### src/rtl/arb_pkg.sv
package arb_pkg;
    typedef enum logic [1:0] {
        ST_FREE       = 2'd0,
        ST_LEFT_OWNS  = 2'd1,
        ST_RIGHT_OWNS = 2'd2
    } own_state_t;

    localparam int NUM_PORTS = 2;
    localparam int P_LT = 0;
    localparam int P_RT = 1;
endpackage

### src/rtl/port_tracker.sv
// Remembers one port's previous select so the arbiter can tell whether
// the current request was already stable in the prior clock.
module port_tracker #(
    parameter int ADDR_W = 11
) (
    input  logic              clk,
    input  logic              rst_n,
    input  logic              ce_n,
    input  logic [ADDR_W-1:0] addr,
    output logic              held
);
    logic              prev_en;
    logic [ADDR_W-1:0] prev_addr;

    always_ff @(posedge clk or negedge rst_n) begin
        if (!rst_n) begin
            prev_en   <= 1'b0;
            prev_addr <= '0;
        end else begin
            prev_en   <= !ce_n;
            prev_addr <= addr;
        end
    end

    assign held = !ce_n && prev_en && (prev_addr == addr);
endmodule

### src/rtl/arb_fsm.sv
// Ownership state machine: free, left owns, right owns.
module arb_fsm
    import arb_pkg::*;
(
    input  logic       clk,
    input  logic       rst_n,
    input  logic       slave_mode,
    input  logic       match,
    input  logic       lt_held,
    input  logic       rt_held,
    output own_state_t state
);
    own_state_t state_nx;

    always_ff @(posedge clk or negedge rst_n) begin
        if (!rst_n) state <= ST_FREE;
        else        state <= state_nx;
    end

    always_comb begin
        state_nx = state;
        if (slave_mode) begin
            state_nx = ST_FREE;
        end else begin
            unique case (state)
                ST_FREE: begin
                    if (match) begin
                        if (rt_held && !lt_held) state_nx = ST_RIGHT_OWNS;
                        else                     state_nx = ST_LEFT_OWNS;
                    end
                end
                ST_LEFT_OWNS:  if (!match) state_nx = ST_FREE;
                ST_RIGHT_OWNS: if (!match) state_nx = ST_FREE;
                default:       state_nx = ST_FREE;
            endcase
        end
    end
endmodule

### src/rtl/wr_gate.sv
// Passes a port's write strobe only when no inhibit is active.
module wr_gate (
    input  logic ce_n,
    input  logic we_n,
    input  logic inhibit,
    output logic wr_go
);
    assign wr_go = !ce_n && !we_n && !inhibit;
endmodule

### src/rtl/mem_busy_arbiter.sv
module mem_busy_arbiter
    import arb_pkg::*;
#(
    parameter int ADDR_W = 11
) (
    input  logic              clk,
    input  logic              rst_n,
    input  logic              slave_mode,
    input  logic              lt_ce_n,
    input  logic [ADDR_W-1:0] lt_addr,
    input  logic              lt_we_n,
    input  logic              lt_busy_in_n,
    input  logic              rt_ce_n,
    input  logic [ADDR_W-1:0] rt_addr,
    input  logic              rt_we_n,
    input  logic              rt_busy_in_n,
    output logic              lt_busy_n,
    output logic              rt_busy_n,
    output logic              lt_wr_inhibit,
    output logic              rt_wr_inhibit,
    output logic              lt_wr_go,
    output logic              rt_wr_go
);
    logic [NUM_PORTS-1:0]             ce_n_v, we_n_v, held_v, inh_v, go_v;
    logic [NUM_PORTS-1:0][ADDR_W-1:0] addr_v;
    logic                             match;
    own_state_t                       state;

    assign ce_n_v = {rt_ce_n, lt_ce_n};
    assign we_n_v = {rt_we_n, lt_we_n};
    assign addr_v = {rt_addr, lt_addr};
    assign match  = !lt_ce_n && !rt_ce_n && (lt_addr == rt_addr);

    for (genvar p = 0; p < NUM_PORTS; p++) begin : g_port
        port_tracker #(.ADDR_W(ADDR_W)) u_trk (
            .clk   (clk),
            .rst_n (rst_n),
            .ce_n  (ce_n_v[p]),
            .addr  (addr_v[p]),
            .held  (held_v[p])
        );
        wr_gate u_gate (
            .ce_n    (ce_n_v[p]),
            .we_n    (we_n_v[p]),
            .inhibit (inh_v[p]),
            .wr_go   (go_v[p])
        );
    end

    arb_fsm u_fsm (
        .clk        (clk),
        .rst_n      (rst_n),
        .slave_mode (slave_mode),
        .match      (match),
        .lt_held    (held_v[P_LT]),
        .rt_held    (held_v[P_RT]),
        .state      (state)
    );

    // Output decode from the state register.
    always_comb begin
        lt_busy_n = 1'b1;
        rt_busy_n = 1'b1;
        if (!slave_mode) begin
            unique case (state)
                ST_FREE:       ;
                ST_LEFT_OWNS:  rt_busy_n = 1'b0;
                ST_RIGHT_OWNS: lt_busy_n = 1'b0;
                default:       ;
            endcase
            inh_v[P_LT] = !lt_busy_n;
            inh_v[P_RT] = !rt_busy_n;
        end else begin
            inh_v[P_LT] = !lt_busy_in_n;
            inh_v[P_RT] = !rt_busy_in_n;
        end
    end

    assign lt_wr_inhibit = inh_v[P_LT];
    assign rt_wr_inhibit = inh_v[P_RT];
    assign lt_wr_go      = go_v[P_LT];
    assign rt_wr_go      = go_v[P_RT];
endmodule

### config.mk
export PLATFORM = sky130hd
export DESIGN_NAME = mem_busy_arbiter
export DESIGN_NICKNAME = d
export VERILOG_FILES = /design/src/rtl/arb_pkg.sv /design/src/rtl/port_tracker.sv /design/src/rtl/arb_fsm.sv /design/src/rtl/wr_gate.sv /design/src/rtl/mem_busy_arbiter.sv
export SDC_FILE = /design/constraint.sdc
export NUM_CORES = 1
export LEC_CHECK = 0
export ABC_AREA = 1
export BUFFER_PORTS_ARGS = -buffer_cell sky130_fd_sc_hd__buf_2
export CAP_MARGIN = 10
export CORE_MARGIN = 1
export CORE_UTILIZATION = 45
export DETAILED_ROUTE_END_ITERATION = 10
export PLACE_DENSITY_LB_ADDON = 0.1
export SLEW_MARGIN = 40
export SYNTH_ARGS = -nofsm -noshare
export SYNTH_HDL_FRONTEND = slang
export SYNTH_SLANG_ARGS = --single-unit
### constraint.sdc
create_clock -name clk -period 1.01 [get_ports clk]
set_input_delay 0.1515 -clock clk [delete_from_list [all_inputs] [get_ports clk]]
set_output_delay 0.1515 -clock clk [all_outputs]
set_load 0.02 [all_outputs]
==> reports/metrics.yaml, run 1 <==
outcome: "complete, but fails checks"
failed_checks: "setup timing"
grt_pass1_wl_um: 6670
root_buffer: "clkbuf_8"
async_flop_share: 1.00
dieArea_um2: 3970
die_h_um: 63.0
fin_nets: 375
placedCellCount: 377
cts_tree: "done"
synth_flop_cell: "dfrtp_1"
r2r-start: "g_port[0].u_trk.prev_addr[7]"
syn-num-nets: 302
cts_max_level: 1
cp_max_fo: 3
critical_path_required_ps: 860
die_w_um: 63.0
seq_area_um2: 651
fin_crit_sh: 1.50
min_period_ps: 1510
core_um2: 3440
min_from: "lt_addr[7]"
avgSynthCellArea_um2: 6.26
ys_seq_area_frac: 0.388
viasPerCell: 4.35
ant_nets: 0
grt_use_met2: 0.397
path_delay_family: "flip-flops"
max_freq_ghz: 0.661
max-vdd-ir-drop_mv: 1.09
final_cells: 386
grt_max_degree: 27
place.gp.congestion: 0.854
antenna_cells: 0
syn2layout_area_growth_pct: 41.4
r2r_end: "u_fsm.state[0]"
hold_end: "g_port[0].u_trk.prev_addr[7]"
critical_path.startpoint: "u_fsm.state[1]"
drt_pass1_iterations: 4
rsz0062_at_grt: "yes"
layout_setup_ws_ps: -503
clk_pin_slew_ps: 100
path_class: "flip-flop to output port"
num_vias: 1679
cts_buffers: 3
cts_buffer_depth: 2
grt-busiest-layer: "met2"
ios: 37
io_buffers: 36
skew_ps: 5.97
grt_pass1_vias: 1612
drive_above_1_share: 0.282
p_per_area_nw_per_um2: 1150
cp_slowest_cell: "dfrtp_1"
netlist_instances: 268
min-delay-path-class: "primary input to flip-flop"
antenna_found_initial: 0
yosysWarningCount: 0
fillers: 318
grt_use_met3: 0.0438
insertion_delay_ps: 270
maxSlewViolCount: 0
dp_hpwl_um: 3130
hold_slack_ps: 16.1
grt-ovfl-total: 0
drt_iter0_drc: 63
track_usage: 0.217
crit_path_cell_trace: "ha_4 -> nand2_4 -> o21ai_4 -> nor3_4 -> buf_6"
start_util: 0.487
rrSetupSlack_ps: -200
arrival_ps: 1360
ys_seq_elements: 26
crit_path_end_kind: "output port"
tightest_slew_ps: 333
worst-path-buf-inv: 1
power.leakage_nw: 1.42
rows: 21
synth_edf_count: 0
critPathMaxStageDelay_ps: 440
hold_violations: 0
multi_input_area_um2: 887
yosys.cell_types.count: 19
routed_wl_um: 3930
met1_usage: 0.258
cts_num_sinks: 26
start_kind: "flip-flop"
wl_per_cell_um: 10.2
syn_area_um2: 1680
holdPathStages: 1
finish.utilization: 0.689
max-cap-violations: 0
relSlewSlack: 0.776
r2r.worst_path.cells: 10
drcViolationCount: 0
setup_viol: 8
synthesized netlist by cell type, types with 3 or more instances:
library cell  instances  share of area
o21ai_0               4          0.012
dfrtp_1              26           0.39
nand4_1               7          0.026
nor2_1               26          0.058
inv_2                 3         0.0067
ha_1                  3          0.022
inv_1                58           0.13
nand2_1             118           0.26
nand3_1               7          0.021
xnor2_1               4          0.021
cell families (layout without fill, tap and decap cells):
family	after synthesis	in the layout	share of synthesized area
compound gates	8	8	0.0254
buf+inv	61	133	0.137
xor+xnor	4	4	0.0209
fa+ha+maj	3	3	0.0224
flops	26	26	0.388
simple gates	166	166	0.407
layout by cell type (no fill, tap or decap), drive strengths merged:
cell type / netlist / final
ha: 3 / 3
dlygate4sd3: 0 / 1
nand3: 8 / 8
clkbuf: 0 / 3
nor3: 3 / 3
a21oi: 2 / 2
nand3b: 1 / 1
inv: 61 / 61
o21ai: 5 / 5
nor2: 28 / 28
o211ai: 1 / 1
buf: 0 / 67
nand4: 7 / 7
nand2: 119 / 119
xnor2: 4 / 4
bufinv: 0 / 1
dfrtp: 26 / 26
per-layer routing:
metal	share of wire	routed length [um]
met5	0	0
met3	0.042	166
met1	0.45	1750
met2	0.51	1990
met4	0.0061	24
worst max path at each step:
stage	depth (start not counted)	endpoint	slack, ps
finish	5	lt_wr_go	-500
global route	6	lt_wr_go	-540
CTS	6	lt_wr_go	-520
detailed placement	6	lt_wr_go	-260
global placement	12	u_fsm.state[0]	-230
floorplan	5	lt_wr_go	-230
sequential cells by signal (all words and copies together), names as in the netlist:
register                cells
g_port.u_trk.prev_en        2
g_port.u_trk.prev_addr     22
u_fsm.state                 2
worst register-to-register path, stage by stage (launching register included):
cell and delay (ps):
dfrtp_1 350, inv_1 40, nand2_1 80, o21ai_0 90
inv_1 50, nand2_1 40, nor2_1 130, nand3_1 100
a21oi_1 160, nand2_1 60, nand2_1 50
power by group:
part	switching (W)	internal (W)	leakage [nW]
clock network	0.000342	0.000530	0.0357
registers	0.0000365	0.00110	0.306
logic	0.000391	0.000326	1.08
final cells by class:
| class | count | share of cell area |
|---|---|---|
| inverter | 61 | 0.0966 |
| clock buffer | 3 | 0.0174 |
| clock inverter | 1 | 0.0127 |
| timing repair buffer | 68 | 0.201 |
| tap | 46 | 0.0243 |
| multi-input combinational | 181 | 0.374 |
| sequential | 26 | 0.274 |
what timing repair did:
action,4_1_cts,5_1_grt
setup endpoints to repair,8,8
endpoints found under the hold margin,26,0
gates resized for setup,15,3
setup buffers,2,2
pin swaps,1,7
hold buffers,1,0
per-stage QoR:
stage          setup TNS [ps]  power, W  worst slack [ps]  area (um^2)
2_1_floorplan            -553   0.00152              -226         1750
3_3_place_gp            -1110   0.00181              -235         2210
3_5_place_dp            -1230   0.00182              -259         2210
4_1_cts                 -2790   0.00274              -521         2340
5_1_grt                 -3360   0.00289              -542         2370
6_report                -2770   0.00272              -503         2370
(Power assumes the default switching activity.)
==> run 2: changes to the inputs <==
--- a/config.mk
+++ b/config.mk
@@ -12,6 +12,7 @@
 export CORE_UTILIZATION = 45
 export DETAILED_ROUTE_END_ITERATION = 10
 export PLACE_DENSITY_LB_ADDON = 0.1
+export SKIP_LAST_GASP = 1
 export SLEW_MARGIN = 40
 export SYNTH_ARGS = -nofsm -noshare
 export SYNTH_HDL_FRONTEND = slang
==> run 2 against run 1 <==
- the run still ends with setup timing left
- utilization stayed put
- sequential power barely moved
- first-iteration DRC count stayed put
- routed wire length unchanged
- setup slack stayed put
- worst hold slack did not move
- final cell count unchanged
- critical endpoint unchanged
- highest routed layer unchanged
==> reports/metrics.yaml, run 2 (synthesized netlist as in run 1, its figures left out) <==
failed_checks: "setup timing"
fillers: 318
max-vdd-ir-drop_mv: 1.09
dp_hpwl_um: 3130
max-cap-violations: 0
grt_pass1_vias: 1612
tightest_slew_ps: 333
total_power_w: 0.00272
relSlewSlack: 0.776
min_period_ps: 1510
clk_pin_slew_ps: 100
arrival_ps: 1360
die_w_um: 63.0
place_area_um2: 2210
largest_reg_flops: 22
cts_num_sinks: 26
cts_tree: "done"
ant_nets: 0
dieArea_um2: 3970
wl_per_cell_um: 10.2
drcViolationCount: 0
track_usage: 0.217
syn2layout_area_growth_pct: 41.4
cts_buffers: 3
die_h_um: 63.0
p_per_area_nw_per_um2: 1150
fin_crit_sh: 1.50
skew_ps: 5.97
cts_buffer_depth: 2
fin_nets: 375
grt_max_degree: 27
setup_viol: 8
final_cells: 386
antenna_found_initial: 0
start_util: 0.487
viasPerCell: 4.35
maxSlewViolCount: 0
start_kind: "flip-flop"
cp_max_fo: 3
drt_pass1_iterations: 4
cts_max_level: 1
max_freq_ghz: 0.661
ios: 37
root_buffer: "clkbuf_8"
grt_pass1_wl_um: 6670
min-delay-path-class: "primary input to flip-flop"
power.leakage_nw: 1.42
num_vias: 1679
grt-ovfl-total: 0
postLayoutCellArea_um2: 2370
reg.largest.list: "g_port.u_trk.prev_addr (22), g_port.u_trk.prev_en (2), u_fsm.state (2)"
outcome: "complete, but fails checks"
path_class: "flip-flop to output port"
core_um2: 3440
placedCellCount: 377
rows: 21
hold_violations: 0
rsz0062_at_grt: "yes"
drive_above_1_share: 0.282
final_common_cell: "nand2_1"
insertion_delay_ps: 270
routed_wl_um: 3930
largest_register: "g_port.u_trk.prev_addr"
layout_setup_ws_ps: -503
place.gp.congestion: 0.854
io_buffers: 36
antenna_cells: 0
mostFrequentLayoutCells: "113 x nand2_1, 54 x inv_1, 31 x buf_2"
crit_path_end_kind: "output port"
drt_iter0_drc: 63
critical_path_required_ps: 860
run 2: timing repair:
action	4_1_cts	5_1_grt
pin swaps	1	7
gates resized for setup	15	3
setup buffers	2	2
hold buffers	1	0
hold endpoints to repair	26	0
setup endpoints to repair	8	8
run 2: critical path: stages, from the launching register on:
cell and delay [ps]:
dfrtp_1 440, ha_4 190, nand2_4 60, o21ai_4 60, nor3_4 200, buf_6 140
run 2: metal layers:
metal / GRT usage / up-vias / share of wire
li1: - / 930 / -
met1: 0.258 / 714 / 0.45
met2: 0.397 / 33 / 0.51
met3: 0.0438 / 2 / 0.042
met4: 0.0436 / 0 / 0.0061
met5: 0 / - / 0
run 2: final cells by class:
cell class | instances | area (um^2) | area share
well taps | 46 | 57.6 | 0.0243
clock buffers | 3 | 41.3 | 0.0174
clock inverters | 1 | 30.0 | 0.0127
multi-input cells | 181 | 887 | 0.374
repair buffers | 68 | 475 | 0.201
inverters | 61 | 229 | 0.0966
flip-flops and latches | 26 | 651 | 0.274
run 2: power breakdown:
part           total [W]  internal [W]  switching (W)
clock           0.000873      0.000530       0.000342
combinational   0.000718      0.000326       0.000391
sequential       0.00113       0.00110      0.0000365
total            0.00272       0.00195       0.000770
run 2: stage by stage:
stage / TNS (ps) / worst slack, ps / util / hold WS (ps)
finish: -2770 / -503 / 0.689 / 16.1
global route: -3360 / -542 / 0.689 / 14.7
CTS: -2790 / -521 / 0.681 / 12.6
detailed placement: -1230 / -259 / 0.643 / 110
global placement: -1110 / -235 / 0.643 / 111
floorplan: -553 / -226 / - / -144
run 2: path summary, 6_finish.rpt:
path	to	startpoint	depth (start not counted)	slack (ps)
setup / recovery	lt_wr_go	u_fsm.state[1]	5	-500
hold / removal	g_port[0].u_trk.prev_addr[7]	lt_addr[7]	1	20
setup reg to reg	u_fsm.state[0]	g_port[0].u_trk.prev_addr[7]	10	-200
hold reg to reg	u_fsm.state[0]	u_fsm.state[0]	3	710
max in group asynchronous	g_port[0].u_trk.prev_addr[7]	rst_n	3	510
min in group asynchronous	g_port[1].u_trk.prev_addr[8]	rst_n	3	340
